[config.mk]
export PLATFORM = sky130hd
export DESIGN_NAME = smb_reg_target
export DESIGN_NICKNAME = d
export VERILOG_FILES = /design/src/rtl/smbt_pkg.sv /design/src/rtl/smbt_line_sync.sv /design/src/rtl/smbt_cond_detect.sv /design/src/rtl/smbt_engine.sv /design/src/rtl/smb_reg_target.sv
export SDC_FILE = /design/constraint.sdc
export NUM_CORES = 1
export LEC_CHECK = 0
export BUFFER_PORTS_ARGS = -buffer_cell sky130_fd_sc_hd__buf_2
export CORE_AREA = 2 2 82 84
export CTS_CLUSTER_SIZE = 14
export DETAILED_ROUTE_END_ITERATION = 6
export DIE_AREA = 0 0 84 86
export SLEW_MARGIN = 20
export SYNTH_ARGS = -nofsm -noshare
export SYNTH_HDL_FRONTEND = slang
export SYNTH_SLANG_ARGS = --single-unit
[constraint.sdc]
create_clock -name clk -period 2.3 [get_ports clk]
set_input_delay 0.23 -clock clk [delete_from_list [all_inputs] [get_ports clk]]
set_output_delay 0.23 -clock clk [all_outputs]
set_load 0.02 [all_outputs]
[src/rtl/smbt_pkg.sv]
package smbt_pkg;

   localparam int DATA_W    = 8;
   localparam int DEV_BITS  = 7;

   typedef enum logic [2:0] {
      S_IDLE,
      S_ADDR,
      S_ADDR_ACK,
      S_WR_BYTE,
      S_WR_ACK,
      S_RD_BYTE,
      S_RD_ACK,
      S_IGNORE
   } smbt_state_e;

endpackage

[src/rtl/smbt_line_sync.sv]
module smbt_line_sync #(
   parameter int STAGES    = 2,
   parameter bit RESET_VAL = 1'b1
) (
   input  logic clk,
   input  logic rst_n,
   input  logic din,
   output logic dout
);

   logic [STAGES-1:0] chain;

   generate
      if (STAGES < 2) begin : g_bad_stages
         $error("smbt_line_sync needs at least two stages");
      end
   endgenerate

   always_ff @(posedge clk or negedge rst_n) begin
      if (!rst_n) chain[0] <= RESET_VAL;
      else        chain[0] <= din;
   end

   generate
      for (genvar i = 1; i < STAGES; i++) begin : g_stage
         always_ff @(posedge clk or negedge rst_n) begin
            if (!rst_n) chain[i] <= RESET_VAL;
            else        chain[i] <= chain[i-1];
         end
      end
   endgenerate

   assign dout = chain[STAGES-1];

endmodule

[src/rtl/smbt_cond_detect.sv]
module smbt_cond_detect (
   input  logic clk,
   input  logic rst_n,
   input  logic scl_s,
   input  logic sda_s,
   output logic scl_rise,
   output logic scl_fall,
   output logic cond_start,
   output logic cond_stop
);

   logic scl_q;
   logic sda_q;

   always_ff @(posedge clk or negedge rst_n) begin
      if (!rst_n) begin
         scl_q <= 1'b1;
         sda_q <= 1'b1;
      end else begin
         scl_q <= scl_s;
         sda_q <= sda_s;
      end
   end

   assign scl_rise   =  scl_s & ~scl_q;
   assign scl_fall   = ~scl_s &  scl_q;
   assign cond_start =  scl_s &  scl_q &  sda_q & ~sda_s;
   assign cond_stop  =  scl_s &  scl_q & ~sda_q &  sda_s;

endmodule

[src/rtl/smbt_engine.sv]
module smbt_engine
   import smbt_pkg::*;
#(
   parameter logic [DEV_BITS-1:0] DEV_ADDR = 7'h44,
   parameter int                  PTR_W    = 8
) (
   input  logic              clk,
   input  logic              rst_n,
   input  logic              scl_s,
   input  logic              sda_s,
   input  logic              scl_rise,
   input  logic              scl_fall,
   input  logic              cond_start,
   input  logic              cond_stop,
   input  logic [DATA_W-1:0] reg_rdata,
   output logic              sda_oe,
   output logic [PTR_W-1:0]  ptr,
   output logic [DATA_W-1:0] wdata,
   output logic              we,
   output logic              addressed
);

   localparam int                CNT_W    = $clog2(DATA_W + 1);
   localparam logic [CNT_W-1:0]  CNT_FULL = CNT_W'(DATA_W);

   smbt_state_e       state;
   logic [CNT_W-1:0]  cnt;
   logic [DATA_W-1:0] rx;
   logic [DATA_W-1:0] tx;
   logic              rw;
   logic              mack;
   logic [1:0]        widx;

   always_ff @(posedge clk or negedge rst_n) begin
      if (!rst_n) begin
         state     <= S_IDLE;
         cnt       <= '0;
         rx        <= '0;
         tx        <= '0;
         rw        <= 1'b0;
         mack      <= 1'b0;
         widx      <= '0;
         sda_oe    <= 1'b0;
         ptr       <= '0;
         wdata     <= '0;
         we        <= 1'b0;
         addressed <= 1'b0;
      end else begin
         we        <= 1'b0;
         addressed <= 1'b0;
         if (cond_stop) begin
            state  <= S_IDLE;
            sda_oe <= 1'b0;
         end else if (cond_start) begin
            state  <= S_ADDR;
            cnt    <= '0;
            sda_oe <= 1'b0;
         end else begin
            unique case (state)
               S_ADDR: begin
                  if (scl_rise) begin
                     rx  <= {rx[DATA_W-2:0], sda_s};
                     cnt <= cnt + 1'b1;
                  end else if (scl_fall && cnt == CNT_FULL) begin
                     if (rx[DATA_W-1:1] == DEV_ADDR) begin
                        rw        <= rx[0];
                        sda_oe    <= 1'b1;
                        addressed <= 1'b1;
                        state     <= S_ADDR_ACK;
                     end else begin
                        state     <= S_IGNORE;
                     end
                  end
               end
               S_ADDR_ACK: begin
                  if (scl_fall) begin
                     cnt <= '0;
                     if (rw) begin
                        tx     <= reg_rdata;
                        sda_oe <= ~reg_rdata[DATA_W-1];
                        state  <= S_RD_BYTE;
                     end else begin
                        sda_oe <= 1'b0;
                        widx   <= '0;
                        state  <= S_WR_BYTE;
                     end
                  end
               end
               S_WR_BYTE: begin
                  if (scl_rise) begin
                     rx  <= {rx[DATA_W-2:0], sda_s};
                     cnt <= cnt + 1'b1;
                  end else if (scl_fall && cnt == CNT_FULL) begin
                     if (widx == 2'd0) begin
                        ptr    <= rx[PTR_W-1:0];
                        sda_oe <= 1'b1;
                     end else if (widx == 2'd1) begin
                        wdata  <= rx;
                        we     <= 1'b1;
                        sda_oe <= 1'b1;
                     end else begin
                        sda_oe <= 1'b0;
                     end
                     if (widx != 2'd2) widx <= widx + 1'b1;
                     state <= S_WR_ACK;
                  end
               end
               S_WR_ACK: begin
                  if (scl_fall) begin
                     sda_oe <= 1'b0;
                     cnt    <= '0;
                     state  <= S_WR_BYTE;
                  end
               end
               S_RD_BYTE: begin
                  if (scl_rise) begin
                     cnt <= cnt + 1'b1;
                  end else if (scl_fall) begin
                     if (cnt == CNT_FULL) begin
                        sda_oe <= 1'b0;
                        state  <= S_RD_ACK;
                     end else begin
                        tx     <= {tx[DATA_W-2:0], 1'b0};
                        sda_oe <= ~tx[DATA_W-2];
                     end
                  end
               end
               S_RD_ACK: begin
                  if (scl_rise) begin
                     mack <= ~sda_s;
                  end else if (scl_fall) begin
                     if (mack) begin
                        tx     <= reg_rdata;
                        sda_oe <= ~reg_rdata[DATA_W-1];
                        cnt    <= '0;
                        state  <= S_RD_BYTE;
                     end else begin
                        state  <= S_IGNORE;
                     end
                  end
               end
               default: ;
            endcase
         end
      end
   end

   AST_OE_ONLY_SCL_LOW: assert property (@(posedge clk) disable iff (!rst_n)
      (!$stable(sda_oe) && !$past(cond_stop) && !$past(cond_start)) |-> !$past(scl_s));

   AST_IGNORE_RELEASED: assert property (@(posedge clk) disable iff (!rst_n)
      (state == S_IGNORE) |-> !sda_oe);

   AST_WE_SINGLE: assert property (@(posedge clk) disable iff (!rst_n)
      we |=> !we);

   AST_WE_IN_WRITE_ACK: assert property (@(posedge clk) disable iff (!rst_n)
      we |-> (state == S_WR_ACK) && sda_oe);

   AST_ADDRESSED_SINGLE: assert property (@(posedge clk) disable iff (!rst_n)
      addressed |=> !addressed);

   AST_PTR_HELD_IN_READ: assert property (@(posedge clk) disable iff (!rst_n)
      (state == S_RD_BYTE || state == S_RD_ACK) |=> $stable(ptr));

endmodule

[src/rtl/smb_reg_target.sv]
module smb_reg_target
   import smbt_pkg::*;
#(
   parameter logic [6:0] DEV_ADDR    = 7'h44,
   parameter int         SYNC_STAGES = 2,
   parameter int         PTR_W       = 8
) (
   input  logic             clk,
   input  logic             rst_n,
   input  logic             scl_i,
   input  logic             sda_i,
   output logic             sda_oe,
   output logic [PTR_W-1:0] reg_addr,
   input  logic [7:0]       reg_rdata,
   output logic [7:0]       reg_wdata,
   output logic             reg_we,
   output logic             addressed
);

   generate
      if (PTR_W < 1 || PTR_W > DATA_W) begin : g_bad_ptr
         $error("PTR_W must lie between 1 and the data width");
      end
      if (SYNC_STAGES < 2) begin : g_bad_sync
         $error("SYNC_STAGES must be at least 2");
      end
   endgenerate

   logic scl_s, sda_s;
   logic scl_rise, scl_fall, cond_start, cond_stop;

   smbt_line_sync #(.STAGES(SYNC_STAGES), .RESET_VAL(1'b1)) u_scl_sync (
      .clk  (clk),
      .rst_n(rst_n),
      .din  (scl_i),
      .dout (scl_s)
   );

   smbt_line_sync #(.STAGES(SYNC_STAGES), .RESET_VAL(1'b1)) u_sda_sync (
      .clk  (clk),
      .rst_n(rst_n),
      .din  (sda_i),
      .dout (sda_s)
   );

   smbt_cond_detect u_cond (
      .clk       (clk),
      .rst_n     (rst_n),
      .scl_s     (scl_s),
      .sda_s     (sda_s),
      .scl_rise  (scl_rise),
      .scl_fall  (scl_fall),
      .cond_start(cond_start),
      .cond_stop (cond_stop)
   );

   smbt_engine #(.DEV_ADDR(DEV_ADDR), .PTR_W(PTR_W)) u_engine (
      .clk       (clk),
      .rst_n     (rst_n),
      .scl_s     (scl_s),
      .sda_s     (sda_s),
      .scl_rise  (scl_rise),
      .scl_fall  (scl_fall),
      .cond_start(cond_start),
      .cond_stop (cond_stop),
      .reg_rdata (reg_rdata),
      .sda_oe    (sda_oe),
      .ptr       (reg_addr),
      .wdata     (reg_wdata),
      .we        (reg_we),
      .addressed (addressed)
   );

endmodule

Word-level counts from Yosys, hierarchy flattened
Index checks and enable logic that the tools add are counted.
Widths: inputs -> output; s select.
Word-level totals
  flip-flop bits (word level): 51
  bits of input ports: 12
  output and inout port bits: 19
  word-level logic and storage cells: 166
Cells by class
  add/subtract/negate cells: 2
  equality and inequality tests: 40
  muxes and demuxes: 70
  bitwise logic cells: 17
  reduce and logical (&&, ||, !) cells: 19
Operators with widths (count)
  $mux 7: 8
  $mux 3: 15
  $ne 4x3->1 const B: 9
  $mux 1: 30
  $mux 4: 6
  $pmux 7 s3: 1
  $pmux 3 s6: 1
  $ne 4x4->1 const B: 4
  $ne 2x1->1 const B: 7
  $reduce_and 7->1: 2
  $reduce_and 13->1: 1
  $mux 2: 6
  $ne 2x2->1 const B: 6
  $pmux 4 s3: 1
  $reduce_and 12->1: 1
  $reduce_and 6->1: 2
  $reduce_and 11->1: 1
  $not 1->1: 10
  $eq 3x3->1 const B: 3
  $reduce_and 4->1: 2
  $reduce_and 8->1: 1
  $reduce_bool 8->1: 1
  $and 1x1->1: 7
  $eq 7x7->1 const B: 1
  18 further kinds: 22

Depth between registers and ports, before layout
  word-level depth: 8
  depth in mapped cells: 8
  gate-level depth less buffers: 7

Hierarchy
A second synthesis with hierarchy kept.
Second synthesis, totals
  cell total of the unflattened synthesis: 215
  area, all modules: 2519.9 µm²
By module, submodules not included
  smbt_engine: times used 1, cells each 205, area an instance 2329.7 µm², sequential area each 1126.1 µm²
  smbt_line_sync: times used 2, cells each 2, area an instance 52.6 µm², sequential area each 52.6 µm²
  smbt_cond_detect: times used 1, cells each 6, area an instance 85.1 µm², sequential area each 52.6 µm²

Worst setup path before layout
Ideal clock, no wire load.
  kind: reg2reg
  start point: register u_sda_sync.chain[1], in the netlist u_sda_sync.dout
  end point: register u_engine.state[1]
  library setup time: 122 ps
  arrival time: 1833 ps
  data required time: 2178 ps
  setup slack: 345 ps
  cell stages (with the launch flop): 7
  buffers on the path: 1
  period minus slack after synthesis: 1955 ps
  path through: dfstp_2 xor2_1 and3_4 buf_6 or4_4 and2_4 a32o_1
Between the ends
  longest elaborated chain between the ends: 4
  elaborated cells between the ends (all ways): 18
  those cells by class: eq/ne: 11; mux: 2; bitwise: 3; reduce/logical: 2
Ends and longest elaborated chain
  start: declaration: RTL line smbt_line_sync.sv:11  | logic [STAGES-1:0] chain;
  start signal: indexed assignment: RTL line smbt_line_sync.sv:28  | else chain[i] <= chain[i-1];
  $not 1->1: RTL line smbt_cond_detect.sv:27  | assign cond_start = scl_s & scl_q & sda_q & ~sda_s;
  $and 1x1->1: RTL line smbt_cond_detect.sv:27
  $ne 4x3->1 (no source line) (tied with other cells)
  $reduce_and 12->1 (no source line) or $mux 3 (tied branches)
  end signal: assignment: RTL line smbt_engine.sv:36  | state <= S_IDLE;
  end signal: assignment: RTL line smbt_engine.sv:52  | state <= S_IDLE;
  end signal: assignment: RTL line smbt_engine.sv:55  | state <= S_ADDR;
  end: declaration: RTL line smbt_engine.sv:26  | smbt_state_e state;
Parallel ways exist; a longest one is shown, timed or not.
A chain may end at the register's enable or synchronous reset.

Worst setup path in the final report
  start point: register u_engine.rx[2]
  end point: register u_engine.rw
Between the ends
  longest elaborated chain between the ends: 2
Ends and longest elaborated chain
  start: declaration: RTL line smbt_engine.sv:28  | logic [DATA_W-1:0] rx;
  start signal: assignment: RTL line smbt_engine.sv:62  | rx <= {rx[DATA_W-2:0], sda_s};
  start signal: assignment: RTL line smbt_engine.sv:91  | rx <= {rx[DATA_W-2:0], sda_s};
  $eq 7x7->1: RTL line smbt_engine.sv:65  | if (rx[DATA_W-1:1] == DEV_ADDR) begin
  $reduce_and 6->1 (no source line)
  end signal: assignment: RTL line smbt_engine.sv:66  | rw <= rx[0];
  end: declaration: RTL line smbt_engine.sv:30  | logic rw;
Every way passes these cells.

==> flow_summary.json <==
{
  "status": "complete, no violations",
  "cp_max_fo": 5,
  "drt-initial-drc-count": 125,
  "pin_count": 31,
  "fin_crit_ns": 2.12,
  "ir_worst_vdd_mv": 0.491,
  "grt_max_degree": 34,
  "tightest_slew_ns": 0.743,
  "cpLargestDelayFamily": "simple AND/OR/NAND/NOR gates",
  "detail-route-antenna-nets": 0,
  "die-area_mm2": 0.00722,
  "p_leak_nw": 1.42,
  "fmax_mhz": 473,
  "timing.setup.tns_ns": 0,
  "slew_viol_final": 0,
  "fp.coreArea_mm2": 0.00628,
  "path_class": "reg2reg",
  "worstHoldEndpoint": "u_engine.tx[0]",
  "hold_viol_final": 0,
  "utilization_pct": 45.8,
  "cts_buffers": 5,
  "hold_depth": 3,
  "grt_antenna_before_repair": 0,
  "path_buf_inv": 0,
  "crit_slowest_cell": "nor4b_1",
  "layoutNonFillerInstCount": 336,
  "worst_ep_required_time_ns": 2.50,
  "p_per_area_mw_per_mm2": 1020,
  "dp.cells": 325,
  "htreeDepth": 2,
  "reg2reg_from": "u_engine.rx[2]",
  "ys_types": 45,
  "netlist.area_leader.share_pct": 45.4,
  "antennaDiodeCount": 0,
  "hold_class": "in2reg",
  "grt_pass1_wl_um": 8140,
  "cts_max_path_buffers": 2,
  "finalWirelength_um": 4820,
  "cts_tree": "yes",
  "max_slew_margin_pct": 50.5,
  "reg2reg_to": "u_engine.rw",
  "clock_latency_ns": 0.30,
  "place_congestion": 0.915,
  "num_rows": 29,
  "synth-seq-cells": 51,
  "clk_pin_slew_ns": 0.10,
  "avgSynthCellArea_um2": 11.3,
  "vias_per_cell": 5.25,
  "areaGrowthSynthToFinish_pct": 15.8,
  "post_cts_resized": 0,
  "cts-root-buf": "clkbuf_8",
  "drt_drc_violations_left": 0,
  "critPathLaunchType": "flip-flop",
  "end_kind": "flip-flop",
  "fin_skew_ns": 0.00876,
  "n_fill_cell": 592,
  "ys_seq_area_share_pct": 51.7,
  "crit_arrival_ns": 2.31,
  "start_util_pct": 39.5,
  "period_share_pct": 92.0,
  "dr.pass1.iters": 4,
  "wl_per_cell_um": 14.4,
  "yosysWarnings": 0,
  "syn_inst": 219,
  "synth_area_leaders": "dfrtp_1, mux2_2, dfstp_2",
  "reg2reg_depth": 5,
  "yosys.area.top_type": "dfrtp_1",
  "slowest_delay_ns": 0.54,
  "vias": 1763,
  "netlist_area_mm2": 0.00248,
  "synthArstFlopShare_pct": 100,
  "nets": 275,
  "port_buffers": 30,
  "synth_ff_type": "dfrtp_1",
  "grt_pass1_vias": 1729,
  "crit_chain": "nor4b_1, and3_1, nand2_1, nor4b_4, mux2_2",
  "synth_edf_count": 0,
  "cap_violations": 0,
  "drive_above_1_share_pct": 33.2,
  "grt.total_usage_pct": 13.9,
  "overflow": 0,
  "syn_nets": 236,
  "dp.final_hpwl_um": 3450,
  "cts.sinks": 51,
  "reg2reg_slack_ns": 0.18,
  "min_from": "reg_rdata[0]",
  "setup_viol_count_final": 0,
  "fp.dieW_um": 84,
  "rsz0062_at_grt": "no",
  "dieHeight_um": 86
}
where the power goes:
| group | switching (mW) | total, mW | internal, mW |
|---|---|---|---|
| registers | 0.195 | 1.30 | 1.11 |
| logic | 0.593 | 1.10 | 0.504 |
| clock network | 0.312 | 0.536 | 0.224 |
state kept, by name, indices dropped and copies added (netlist names), 2 cells and up:
register        cells
u_engine.ptr        8
u_engine.tx         7
u_engine.wdata      8
u_engine.state      3
u_engine.widx       2
u_engine.cnt        4
u_engine.rx         8
placed cells by master (no fill, tap or decap), types with 3 or more instances in the layout:
| cell type | n |
|---|---|
| a21oi_1 | 7 |
| a31oi_1 | 3 |
| a32o_1 | 3 |
| buf_2 | 30 |
| buf_4 | 9 |
| clkbuf_8 | 5 |
| dfrtp_1 | 45 |
| dfstp_2 | 6 |
| dlygate4sd3_1 | 3 |
| ha_1 | 5 |
| inv_1 | 8 |
| mux2_2 | 26 |
| mux2i_1 | 11 |
| nand2_1 | 20 |
| nand2b_1 | 6 |
| nand3_1 | 7 |
| nor2_1 | 8 |
| nor2b_1 | 3 |
| o21ai_0 | 14 |
| o22ai_1 | 4 |
stage by stage:
step	hold slack [ns]	power, mW	setup WS (ns)	instance area, um2
2_1_floorplan	-0.0656	2.13	0.345	2480
3_3_place_gp	0.334	2.40	0.187	2750
3_5_place_dp	0.337	2.41	0.162	2750
4_1_cts	0.160	2.97	0.133	2880
5_1_grt	0.192	3.16	0.00651	2880
6_report	0.172	2.94	0.185	2880
logic make-up (layout without fill, tap and decap cells):
group,after synthesis,count (layout),synth area share (%)
AND/OR/NAND/NOR,64,64,14.8
flip-flops,51,51,51.7
AO/OA/AOI/OAI,43,43,11.3
multiplexers,37,37,16.2
buffers and inverters,18,58,3.12
adder cells (fa/ha/maj),5,5,2.52
XOR/XNOR,1,1,0.353
cells in the mapped netlist, drive strengths merged (2+ instances only):
cell type,instances
o32ai,2
a31o,2
nor3,2
o31ai,2
ha,5
a21oi,7
nand4b,2
a31oi,3
a32o,3
nand3b,2
nand2,20
inv,8
nor2b,3
nor4b,2
and2,3
dfrtp,45
clkbuf,6
dfstp,6
buf,4
o21ai,14
nand2b,6
nor2,8
mux2,26
and3,3
nand3,7
o22ai,4
or4,2
mux2i,11
area by class of cell:
class	instances	area (um2)	share of cell area, %
Clock buffer	5	68.8	2.39
Clock inverter	3	27.5	0.957
Inverter	8	30.0	1.04
Multi-Input combinational cell	150	1120	39.0
Sequential cell	51	1280	44.6
Tap cell	77	96.3	3.35
Timing Repair Buffer	42	248	8.62
worst max-delay path by stage:
stage                        endpoint  cells past startpoint             from  slack (ns)
finish                    u_engine.rw                      5   u_engine.rx[2]        0.18
detailed placement        u_engine.rw                      5   u_engine.rx[2]        0.16
floorplan           u_engine.state[1]                      6  u_sda_sync.dout        0.35
CTS                       u_engine.rw                      5   u_engine.rx[2]        0.13
global route              u_engine.rw                      5   u_engine.rx[2]       0.007
global placement          u_engine.rw                      5   u_engine.rx[2]        0.19
worst reg2reg max path, cell delays in order, from the launching register on:
cell	delay (ns)
dfrtp_1	0.43
nor4b_1	0.54
and3_1	0.29
nand2_1	0.10
nor4b_4	0.29
mux2_2	0.36
metal layers:
metal / routed length [um] / vias to the layer above / track usage (%)
met2: 2300 / 33 / 22.3
li1: - / 868 / -
met1: 2300 / 857 / 19.1
met3: 152 / 5 / 2.41
met4: 72 / 0 / 4.84
met5: 0 / - / 0
repair_timing:
| action | CTS | global route |
|---|---|---|
| setup buffers | 0 | 0 |
| endpoints found under the hold margin | 8 | 0 |
| hold buffers | 3 | 0 |
No activity file was read; power rests on OpenSTA's default activity.
